==> src/rtl/pkt_issue_pkg.sv <==
package pkt_issue_pkg;
  localparam int unsigned ILEN = 32;
  localparam int unsigned SLOTS = 2;
  localparam int unsigned PKT_W = ILEN * SLOTS;

  localparam logic [6:0] OPC_LOAD   = 7'b0000011;
  localparam logic [6:0] OPC_STORE  = 7'b0100011;
  localparam logic [6:0] OPC_OP     = 7'b0110011;
  localparam logic [6:0] OPC_OPIMM  = 7'b0010011;
  localparam logic [6:0] OPC_BRANCH = 7'b1100011;
  localparam logic [6:0] OPC_JAL    = 7'b1101111;
  localparam logic [6:0] OPC_JALR   = 7'b1100111;
  localparam logic [ILEN-1:0] NOP_WORD = 32'h0000_0013;

  typedef enum logic [2:0] {
    CLS_NOP, CLS_ALU, CLS_CTRL, CLS_LOAD, CLS_STORE, CLS_BAD
  } insn_cls_e;

  typedef enum logic {SLOT_ALU, SLOT_MEM} slot_kind_e;

  function automatic insn_cls_e classify(input logic [ILEN-1:0] w);
    if (w == NOP_WORD) return CLS_NOP;
    unique case (w[6:0])
      OPC_OP, OPC_OPIMM:            return CLS_ALU;
      OPC_BRANCH, OPC_JAL, OPC_JALR: return CLS_CTRL;
      OPC_LOAD:                     return CLS_LOAD;
      OPC_STORE:                    return CLS_STORE;
      default:                      return CLS_BAD;
    endcase
  endfunction
endpackage

==> src/rtl/pkt_slot_decode.sv <==
module pkt_slot_decode
  import pkt_issue_pkg::*;
#(
  parameter slot_kind_e KIND = SLOT_ALU
) (
  input  logic [ILEN-1:0] instr_i,
  output logic            empty_o,
  output logic            legal_o,
  output logic            flavor_o
);
  insn_cls_e cls;

  always_comb cls = classify(instr_i);

  assign empty_o = (cls == CLS_NOP);

  generate
    if (KIND == SLOT_ALU) begin : g_alu
      assign legal_o  = (cls == CLS_NOP) || (cls == CLS_ALU) || (cls == CLS_CTRL);
      assign flavor_o = (cls == CLS_CTRL);
    end else begin : g_mem
      assign legal_o  = (cls == CLS_NOP) || (cls == CLS_LOAD) || (cls == CLS_STORE);
      assign flavor_o = (cls == CLS_STORE);
    end
  endgenerate
endmodule

==> src/rtl/pkt_pc_gen.sv <==
module pkt_pc_gen #(
  parameter int unsigned       AW        = 32,
  parameter int unsigned       PKT_BYTES = 8,
  parameter logic [AW-1:0]     RESET_PC  = '0
) (
  input  logic          clk_i,
  input  logic          rst_ni,
  input  logic          adv_i,
  input  logic          taken_i,
  input  logic [AW-1:0] target_i,
  output logic [AW-1:0] pc_o,
  output logic          misalign_o
);
  localparam int unsigned OFS_W = $clog2(PKT_BYTES);
  localparam logic [AW-1:0] STEP = AW'(PKT_BYTES);

  logic [AW-1:0] pc_q;

  always_ff @(posedge clk_i or negedge rst_ni) begin
    if (!rst_ni)      pc_q <= RESET_PC;
    else if (adv_i)   pc_q <= taken_i ? target_i : pc_q + STEP;
  end

  assign pc_o       = pc_q;
  assign misalign_o = |pc_q[OFS_W-1:0];
endmodule

==> src/rtl/pkt_issue_split.sv <==
module pkt_issue_split
  import pkt_issue_pkg::*;
#(
  parameter int unsigned   AW       = 32,
  parameter logic [AW-1:0] RESET_PC = '0
) (
  input  logic             clk_i,
  input  logic             rst_ni,
  input  logic             fetch_valid_i,
  input  logic [PKT_W-1:0] fetch_word_i,
  input  logic             branch_taken_i,
  input  logic [AW-1:0]    branch_target_i,
  output logic [AW-1:0]    fetch_pc_o,
  output logic             alu_valid_o,
  output logic [ILEN-1:0]  alu_instr_o,
  output logic             alu_branch_o,
  output logic             mem_valid_o,
  output logic [ILEN-1:0]  mem_instr_o,
  output logic             mem_store_o,
  output logic             misalign_o,
  output logic             illegal_o
);
  localparam int unsigned PKT_BYTES = PKT_W / 8;

  logic [SLOTS-1:0] slot_empty, slot_legal, slot_flavor;
  logic             pc_misalign;
  logic             pkt_legal, issue_ok;

  pkt_pc_gen #(.AW(AW), .PKT_BYTES(PKT_BYTES), .RESET_PC(RESET_PC)) i_pc_gen (
    .clk_i      (clk_i),
    .rst_ni     (rst_ni),
    .adv_i      (fetch_valid_i),
    .taken_i    (branch_taken_i),
    .target_i   (branch_target_i),
    .pc_o       (fetch_pc_o),
    .misalign_o (pc_misalign)
  );

  // slot 0 sits at the lower address and feeds the ALU lane
  for (genvar g = 0; g < SLOTS; g++) begin : g_slot
    localparam slot_kind_e K = (g == 0) ? SLOT_ALU : SLOT_MEM;
    pkt_slot_decode #(.KIND(K)) i_dec (
      .instr_i  (fetch_word_i[g*ILEN +: ILEN]),
      .empty_o  (slot_empty[g]),
      .legal_o  (slot_legal[g]),
      .flavor_o (slot_flavor[g])
    );
  end

  assign pkt_legal = &slot_legal;
  assign issue_ok  = fetch_valid_i && !pc_misalign && pkt_legal;

  always_ff @(posedge clk_i or negedge rst_ni) begin
    if (!rst_ni) begin
      alu_valid_o  <= 1'b0;
      mem_valid_o  <= 1'b0;
      misalign_o   <= 1'b0;
      illegal_o    <= 1'b0;
      alu_instr_o  <= NOP_WORD;
      mem_instr_o  <= NOP_WORD;
      alu_branch_o <= 1'b0;
      mem_store_o  <= 1'b0;
    end else begin
      alu_valid_o <= issue_ok && !slot_empty[0];
      mem_valid_o <= issue_ok && !slot_empty[1];
      misalign_o  <= fetch_valid_i && pc_misalign;
      illegal_o   <= fetch_valid_i && !pc_misalign && !pkt_legal;
      if (fetch_valid_i) begin
        alu_instr_o  <= fetch_word_i[ILEN-1:0];
        mem_instr_o  <= fetch_word_i[PKT_W-1:ILEN];
        alu_branch_o <= slot_flavor[0];
        mem_store_o  <= slot_flavor[1];
      end
    end
  end
endmodule

==> config.mk <==
export PLATFORM = sky130hd
export DESIGN_NAME = pkt_issue_split
export DESIGN_NICKNAME = d
export VERILOG_FILES = /design/src/rtl/pkt_issue_pkg.sv /design/src/rtl/pkt_slot_decode.sv /design/src/rtl/pkt_pc_gen.sv /design/src/rtl/pkt_issue_split.sv
export SDC_FILE = /design/constraint.sdc
export NUM_CORES = 1
export LEC_CHECK = 0
export ABC_AREA = 1
export BUFFER_PORTS_ARGS = -buffer_cell sky130_fd_sc_hd__clkbuf_2
export CAP_MARGIN = 25
export CORE_ASPECT_RATIO = 1.75
export CORE_MARGIN = 2
export CORE_UTILIZATION = 40
export DETAILED_ROUTE_END_ITERATION = 16
export GPL_TIMING_DRIVEN = 0
export HOLD_SLACK_MARGIN = 0.02
export PLACE_DENSITY = 0.67
export SKIP_LAST_GASP = 1
export SLEW_MARGIN = 20
export SYNTH_ARGS = -nofsm -noshare
export SYNTH_HDL_FRONTEND = slang
export SYNTH_SLANG_ARGS = --single-unit
==> constraint.sdc <==
create_clock -name clk_i -period 1.3 [get_ports clk_i]
set_input_delay 0 -clock clk_i [delete_from_list [all_inputs] [get_ports clk_i]]
set_output_delay 0 -clock clk_i [all_outputs]
set_load 0.005 [all_outputs]
==> flow_summary.ini, run 1 <==
[run_status]
status = finished with violations
violations = negative setup slack

[place]
gp_congestion = 0.941
dp_hpwl_um = 13200
post-place-ws_ps = -380
portBuffers = 201
place_inst = 1080

[sta]
max_freq_mhz = 668
rsz0062_at_grt = yes
worstMarginPinSlew_ps = 625
worst_slack_ps = -197
drv_slew = 0
skew_ps = 5.83
hold_ws_ps = 41.6
period_share = 1.15
setup_violations = 23
relSlewSlack = 0.583
final.min_clock_period_ps = 1500
hold_viol_final = 0

[drt]
first_pass_iters = 5
drc = 0
num_vias = 6021
drt_iter0_markers = 237
wl_per_cell_um = 15.4
finalWirelength_um = 19100
avgViaCountPerCell = 4.85
antenna_left = 0

[yosys]
ys_types = 34
synth_fp_nets = 808
ys_ff_latch = 102
synth_area_um2 = 5180
synth_warnings = 0
syn_area_per_cell_um2 = 7.33
syn_inst = 707
synth_seq_area_share = 0.494

[finish]
fillCellCount = 1087
register_area_um2 = 2580
final_util = 0.657
antenna_cells = 0
instances_no_fill = 1242
syn2layout_area_growth_pct = 62.1
drive_gt1_frac = 0.356
multiInputGateArea_um2 = 2660
fin_nets = 1167

[clocking]
h-tree-depth = 3
cts_buffers = 9
cts_tree = yes
clkTransAtPathRegs_ps = 70
clkSinkCount = 102
clockBufferDepth = 2
clock_latency_ps = 350
cts-root-buf = clkbuf_16

[setup_path]
crit_chain = buf_6 -> nand3_4 -> nor2_4 -> nand2_4 -> nor2_4 -> nand2_1 -> nand2_1 -> nand3_1 -> nand2_1
crit_buf_inv = 1
cp_common_cell = nand2_1
critPathRequiredTime_ps = 1580
cp_slowest_cell = dfrtp_2
r2r_start = i_pc_gen.pc_o[3]
crit_family = simple AND/OR/NAND/NOR gates
arrival_ps = 1780
worst-path-max-fanout = 5
setup.worst_path.start_class = flip-flop
r2r_slack_ps = -200
crit_type = flip-flop to flip-flop
end_kind = flip-flop
cp-startpoint = i_pc_gen.pc_o[3]
critPathMaxStageDelay_ps = 430

[pwr]
swShare = 0.317
p_switching_uw = 2780
p_seq_frac = 0.440
p_comb_frac = 0.254
p_leak_uw = 0.00434
ir_drop_v = 0.000693
p_int_uw = 5980
power.density_nw_per_um2 = 1040
clkPwrFrac = 0.306

[global_routing]
track_usage = 0.271
grt_antenna_before_repair = 0
grt_pass1_vias = 6052
grt_pass1_wl_um = 29800
gr-total-overflow = 0
grt_max_degree = 54

[worst_hold_path]
hp-class = input port to flip-flop
hp-start = branch_taken_i

[floorplan]
chipHeight_um = 155
row_count = 55
ioPinCount = 202
core_area_um2 = 12800
fp.dieW_um = 90.1
dieArea_um2 = 13900
start_util = 0.405

[run]
cap_violations = 0
cell families (layout without fill, tap and decap cells):
kind of cell               Yosys count  count (layout)  share of synthesized area
adders and majority gates            1               1                    0.00241
xor gates and xnor gates             5               5                    0.00845
AOI/OAI and AO/OA                   39              39                     0.0418
muxes                                4               4                    0.00869
DFF                                102             102                      0.494
and+or+nand+nor                    495             495                      0.398
buffers and inverters               61             425                     0.0468
cells in the mapped netlist:
cell type	instances	area [µm²]
nand2_1	333	1250
dfrtp_1	96	2400
nor2_1	74	278
nand3_1	51	255
inv_1	33	124
o21ai_0	20	100
clkbuf_1	12	45.0
buf_1	7	26.3
nor2_2	7	43.8
dfstp_2	6	158
nand3b_1	6	45.0
a21oi_1	5	25.0
buf_2	5	25.0
nand4_1	5	31.3
nor3_1	5	25.0
o211ai_1	5	37.5
o21ai_1	5	25.0
mux2_2	4	45.0
nand2_4	3	33.8
nor2_4	3	33.8
nor4_1	3	18.8
xor2_1	3	26.3
inv_2	2	7.51
nand2_2	2	12.5
o21bai_1	2	15.0
xnor2_1	2	17.5
a21boi_0	1	7.51
buf_6	1	11.3
clkinv_1	1	3.75
ha_1	1	12.5
nand3_2	1	10.0
nor2_8	1	20.0
o22ai_1	1	6.26
or2_2	1	6.26
through the flow:
step                TNS [ps]  cell area, µm²  power, µW
floorplan               -746            5190       4520
global placement     -133590            6410       5360
detailed placement     -5560            6440       5400
CTS                    -2290            8180       8650
global route           -4620            8400       9180
finish                 -2750            8400       8760
registers in the layout, indices dropped and copies added, names as in the netlist:
signal / cells
mem_instr_o: 32
alu_valid_o: 1
alu_instr_o: 32
i_pc_gen.pc_o: 32
mem_valid_o: 1
alu_branch_o: 1
illegal_o: 1
misalign_o: 1
mem_store_o: 1
cell type report:
class | instances | area share
multi-input cells | 544 | 0.317
plain buffers | 25 | 0.0128
repair buffers | 348 | 0.286
well taps | 171 | 0.0255
inverters | 36 | 0.0161
clock buffers | 10 | 0.0272
flip-flops and latches | 102 | 0.308
clock inverters | 6 | 0.00744
path summary, 6_finish.rpt:
kind / cells after the start / endpoint
max in group asynchronous: 3 / mem_instr_o[1]
min reg2reg: 2 / mem_instr_o[0]
min in group asynchronous: 2 / mem_instr_o[10]
min: 4 / i_pc_gen.pc_o[10]
max reg2reg: 9 / i_pc_gen.pc_o[22]
max: 9 / i_pc_gen.pc_o[22]
what timing repair did:
action | in CTS | in global routing
hold buffers | 96 | 0
pin swaps | 24 | 35
gates resized for setup | 64 | 44
setup buffers | 41 | 13
hold endpoints to repair | 193 | 0
setup endpoints to repair | 27 | 27
placed cells by master (no fill, tap or decap), drive strengths merged, types with 4 or more instances in the layout:
master       instances
a21oi                5
buf                 68
clkbuf             219
dfrtp               96
dfstp                6
dlygate4sd3         96
inv                 39
mux2                 4
nand2              338
nand3               52
nand3b               6
nand4                5
nor2                85
nor3                 5
o211ai               5
o21ai               25
power by group through the flow:
stage	registers, µW	logic (µW)	clock network (µW)
finish	3860	2220	2680
global route	3900	2440	2840
detailed placement	3910	1490	0
CTS	3830	2090	2730
global placement	3910	1450	0
floorplan	3860	667	0
per-layer routing:
layer,track usage,up-vias,routed length (µm)
li1,-,2944,-
met1,0.273,2773,6630
met2,0.500,224,10300
met3,0.0472,80,874
met4,0.190,0,1330
met5,0,-,0
worst reg2reg max path, delay by kind of cell, from the launching register on:
kind	cells	cell delay [ps]
buffers and inverters	1	150
DFF	1	430
and+or+nand+nor	8	850
Note: power is estimated with default switching activity, not from simulation.
==> run 2, diff against run 1 <==
==> constraint.sdc (replaced) <==
create_clock -name clk_i -period 1.3 [get_ports clk_i]
set_input_delay 0.13 -clock clk_i [delete_from_list [all_inputs] [get_ports clk_i]]
set_output_delay 0.13 -clock clk_i [all_outputs]
set_load 0.005 [all_outputs]
==> flow_summary.ini, run 2 (synthesis gave the netlist of run 1 again) <==
[floorplan]
core_area_um2 = 12800
fp.dieW_um = 90.1
dieArea_um2 = 13900
chipHeight_um = 155
start_util = 0.405
ioPinCount = 202
row_count = 55

[sta]
relSlewSlack = 0.571
hold_viol_final = 0
setup_violations = 23
period_share = 1.15
drv_slew = 0
worstMarginPinSlew_ps = 643
worst_slack_ps = -201
max_freq_mhz = 666
rsz0062_at_grt = yes
skew_ps = 6.55
final.min_clock_period_ps = 1500

[setup_path]
crit_type = flip-flop to flip-flop
arrival_ps = 1730
r2r_end = i_pc_gen.pc_o[17]
r2r_slack_ps = -200
setup.worst_path.start_class = flip-flop
critPathRequiredTime_ps = 1530
r2r_cells = 8
cp-endpoint = i_pc_gen.pc_o[17]
worst-path-max-fanout = 3
r2r_start = i_pc_gen.pc_o[3]
cp-startpoint = i_pc_gen.pc_o[3]
end_kind = flip-flop

[global_routing]
grt.busiest_layer = met2
use_met1 = 0.270
grt_use_met2 = 0.494
gr-total-overflow = 0
grt_pass1_wl_um = 29200
track_usage = 0.267
grt_pass1_vias = 5888
grt_antenna_before_repair = 0
use_met3 = 0.0424
grt_max_degree = 54

[place]
placed_cell_area_um2 = 6440
dp_hpwl_um = 13200
portBuffers = 201
gp_congestion = 0.941

[clocking]
clockBufferDepth = 2
clock_latency_ps = 340
cts-root-buf = clkbuf_16
h-tree-depth = 3
cts_buffers = 9
clkTransAtPathRegs_ps = 80
cts_tree = yes
clkSinkCount = 102

[pwr]
p_leak_uw = 0.00422
p_switching_uw = 2740
clkPwrFrac = 0.309
p_comb_frac = 0.245
p_int_uw = 5900
p_seq_frac = 0.446
power.density_nw_per_um2 = 1080
swShare = 0.317
ir_drop_v = 0.000706

[finish]
final_common_cell = nand2_1
final_util = 0.627
drive_gt1_frac = 0.361
antenna_cells = 0
syn2layout_area_growth_pct = 54.8
final_cell_mix = nand2_1, clkbuf_2, dfrtp_1
fin_nets = 1117
design_area_um2 = 8030

[drt]
wl_per_cell_um = 15.8
finalWirelength_um = 18900
avgViaCountPerCell = 4.92
drt_iter0_markers = 293
antenna_left = 0
num_vias = 5868
first_pass_iters = 5
drc = 0

[run]
cap_violations = 0

[run_status]
status = finished with violations
violations = negative setup slack

[worst_hold_path]
hp-class = input port to flip-flop
-- run 2: routing by layer --
layer  share of wire  vias up
met5               0        -
met4           0.066        0
met3           0.043       69
met2            0.54      225
met1            0.35     2731
li1                -     2843
-- run 2: metrics by stage --
step	setup TNS, ps	power, µW	setup WS, ps	hold WS, ps	cells
after floorplan	-746	4520	-159	-166	707
after global placement	-148290	5360	-1440	332	1079
after detailed placement	-6800	5400	-380	117	1080
after CTS	-2300	8560	-165	22.2	1198
after global routing	-4720	9070	-272	26.3	1192
final	-2880	8640	-201	22.1	1192
-- run 2: cell type report --
type                       count  area [µm²]
fill                        1171        4770
multi-input combinational    544        2680
sequential                   102        2580
timing repair buffer         298        2010
clock buffer                  10         229
tap                          171         214
inverter                      36         135
buffer                        25         108
clock inverter                 6        62.6
-- run 2: how the worst min path moves through the flow --
| stage | from | endpoint | slack, ps | cells after the start |
|---|---|---|---|---|
| 2_1_floorplan | rst_ni | alu_branch_o | -170 | 0 |
| 5_1_grt | fetch_word_i[23] | alu_instr_o[23] | 30 | 3 |
| 6_report | fetch_word_i[23] | alu_instr_o[23] | 20 | 3 |
| 3_3_place_gp | fetch_word_i[1] | alu_instr_o[1] | 330 | 3 |
| 3_5_place_dp | rst_ni | mem_instr_o[10] | 120 | 1 |
| 4_1_cts | fetch_word_i[23] | alu_instr_o[23] | 20 | 3 |
-- run 2: worst max-delay path, cell delays in order (launching register included) --
cell     delay [ps]
dfrtp_2         430
ha_4            180
buf_4           120
nand3_2         130
nor2_2          190
nand3_1         100
xnor2_1         130
nand2_1          60
nand3_1          60
-- run 2: power by group through the flow --
| stage | clock network (µW) | registers [µW] | logic (µW) |
|---|---|---|---|
| 2_1_floorplan | 0 | 3860 | 667 |
| 3_3_place_gp | 0 | 3910 | 1450 |
| 3_5_place_dp | 0 | 3910 | 1490 |
| 4_1_cts | 2730 | 3830 | 2010 |
| 5_1_grt | 2840 | 3890 | 2340 |
| 6_report | 2670 | 3850 | 2120 |
-- run 2: repair_timing --
| action | 4_1_cts | 5_1_grt |
|---|---|---|
| pin swaps | 24 | 39 |
| hold buffers | 61 | 0 |
| resized for setup | 64 | 60 |
| hold endpoints to repair | 109 | 0 |
| endpoints found under the setup margin | 27 | 30 |
| setup buffers | 41 | 9 |
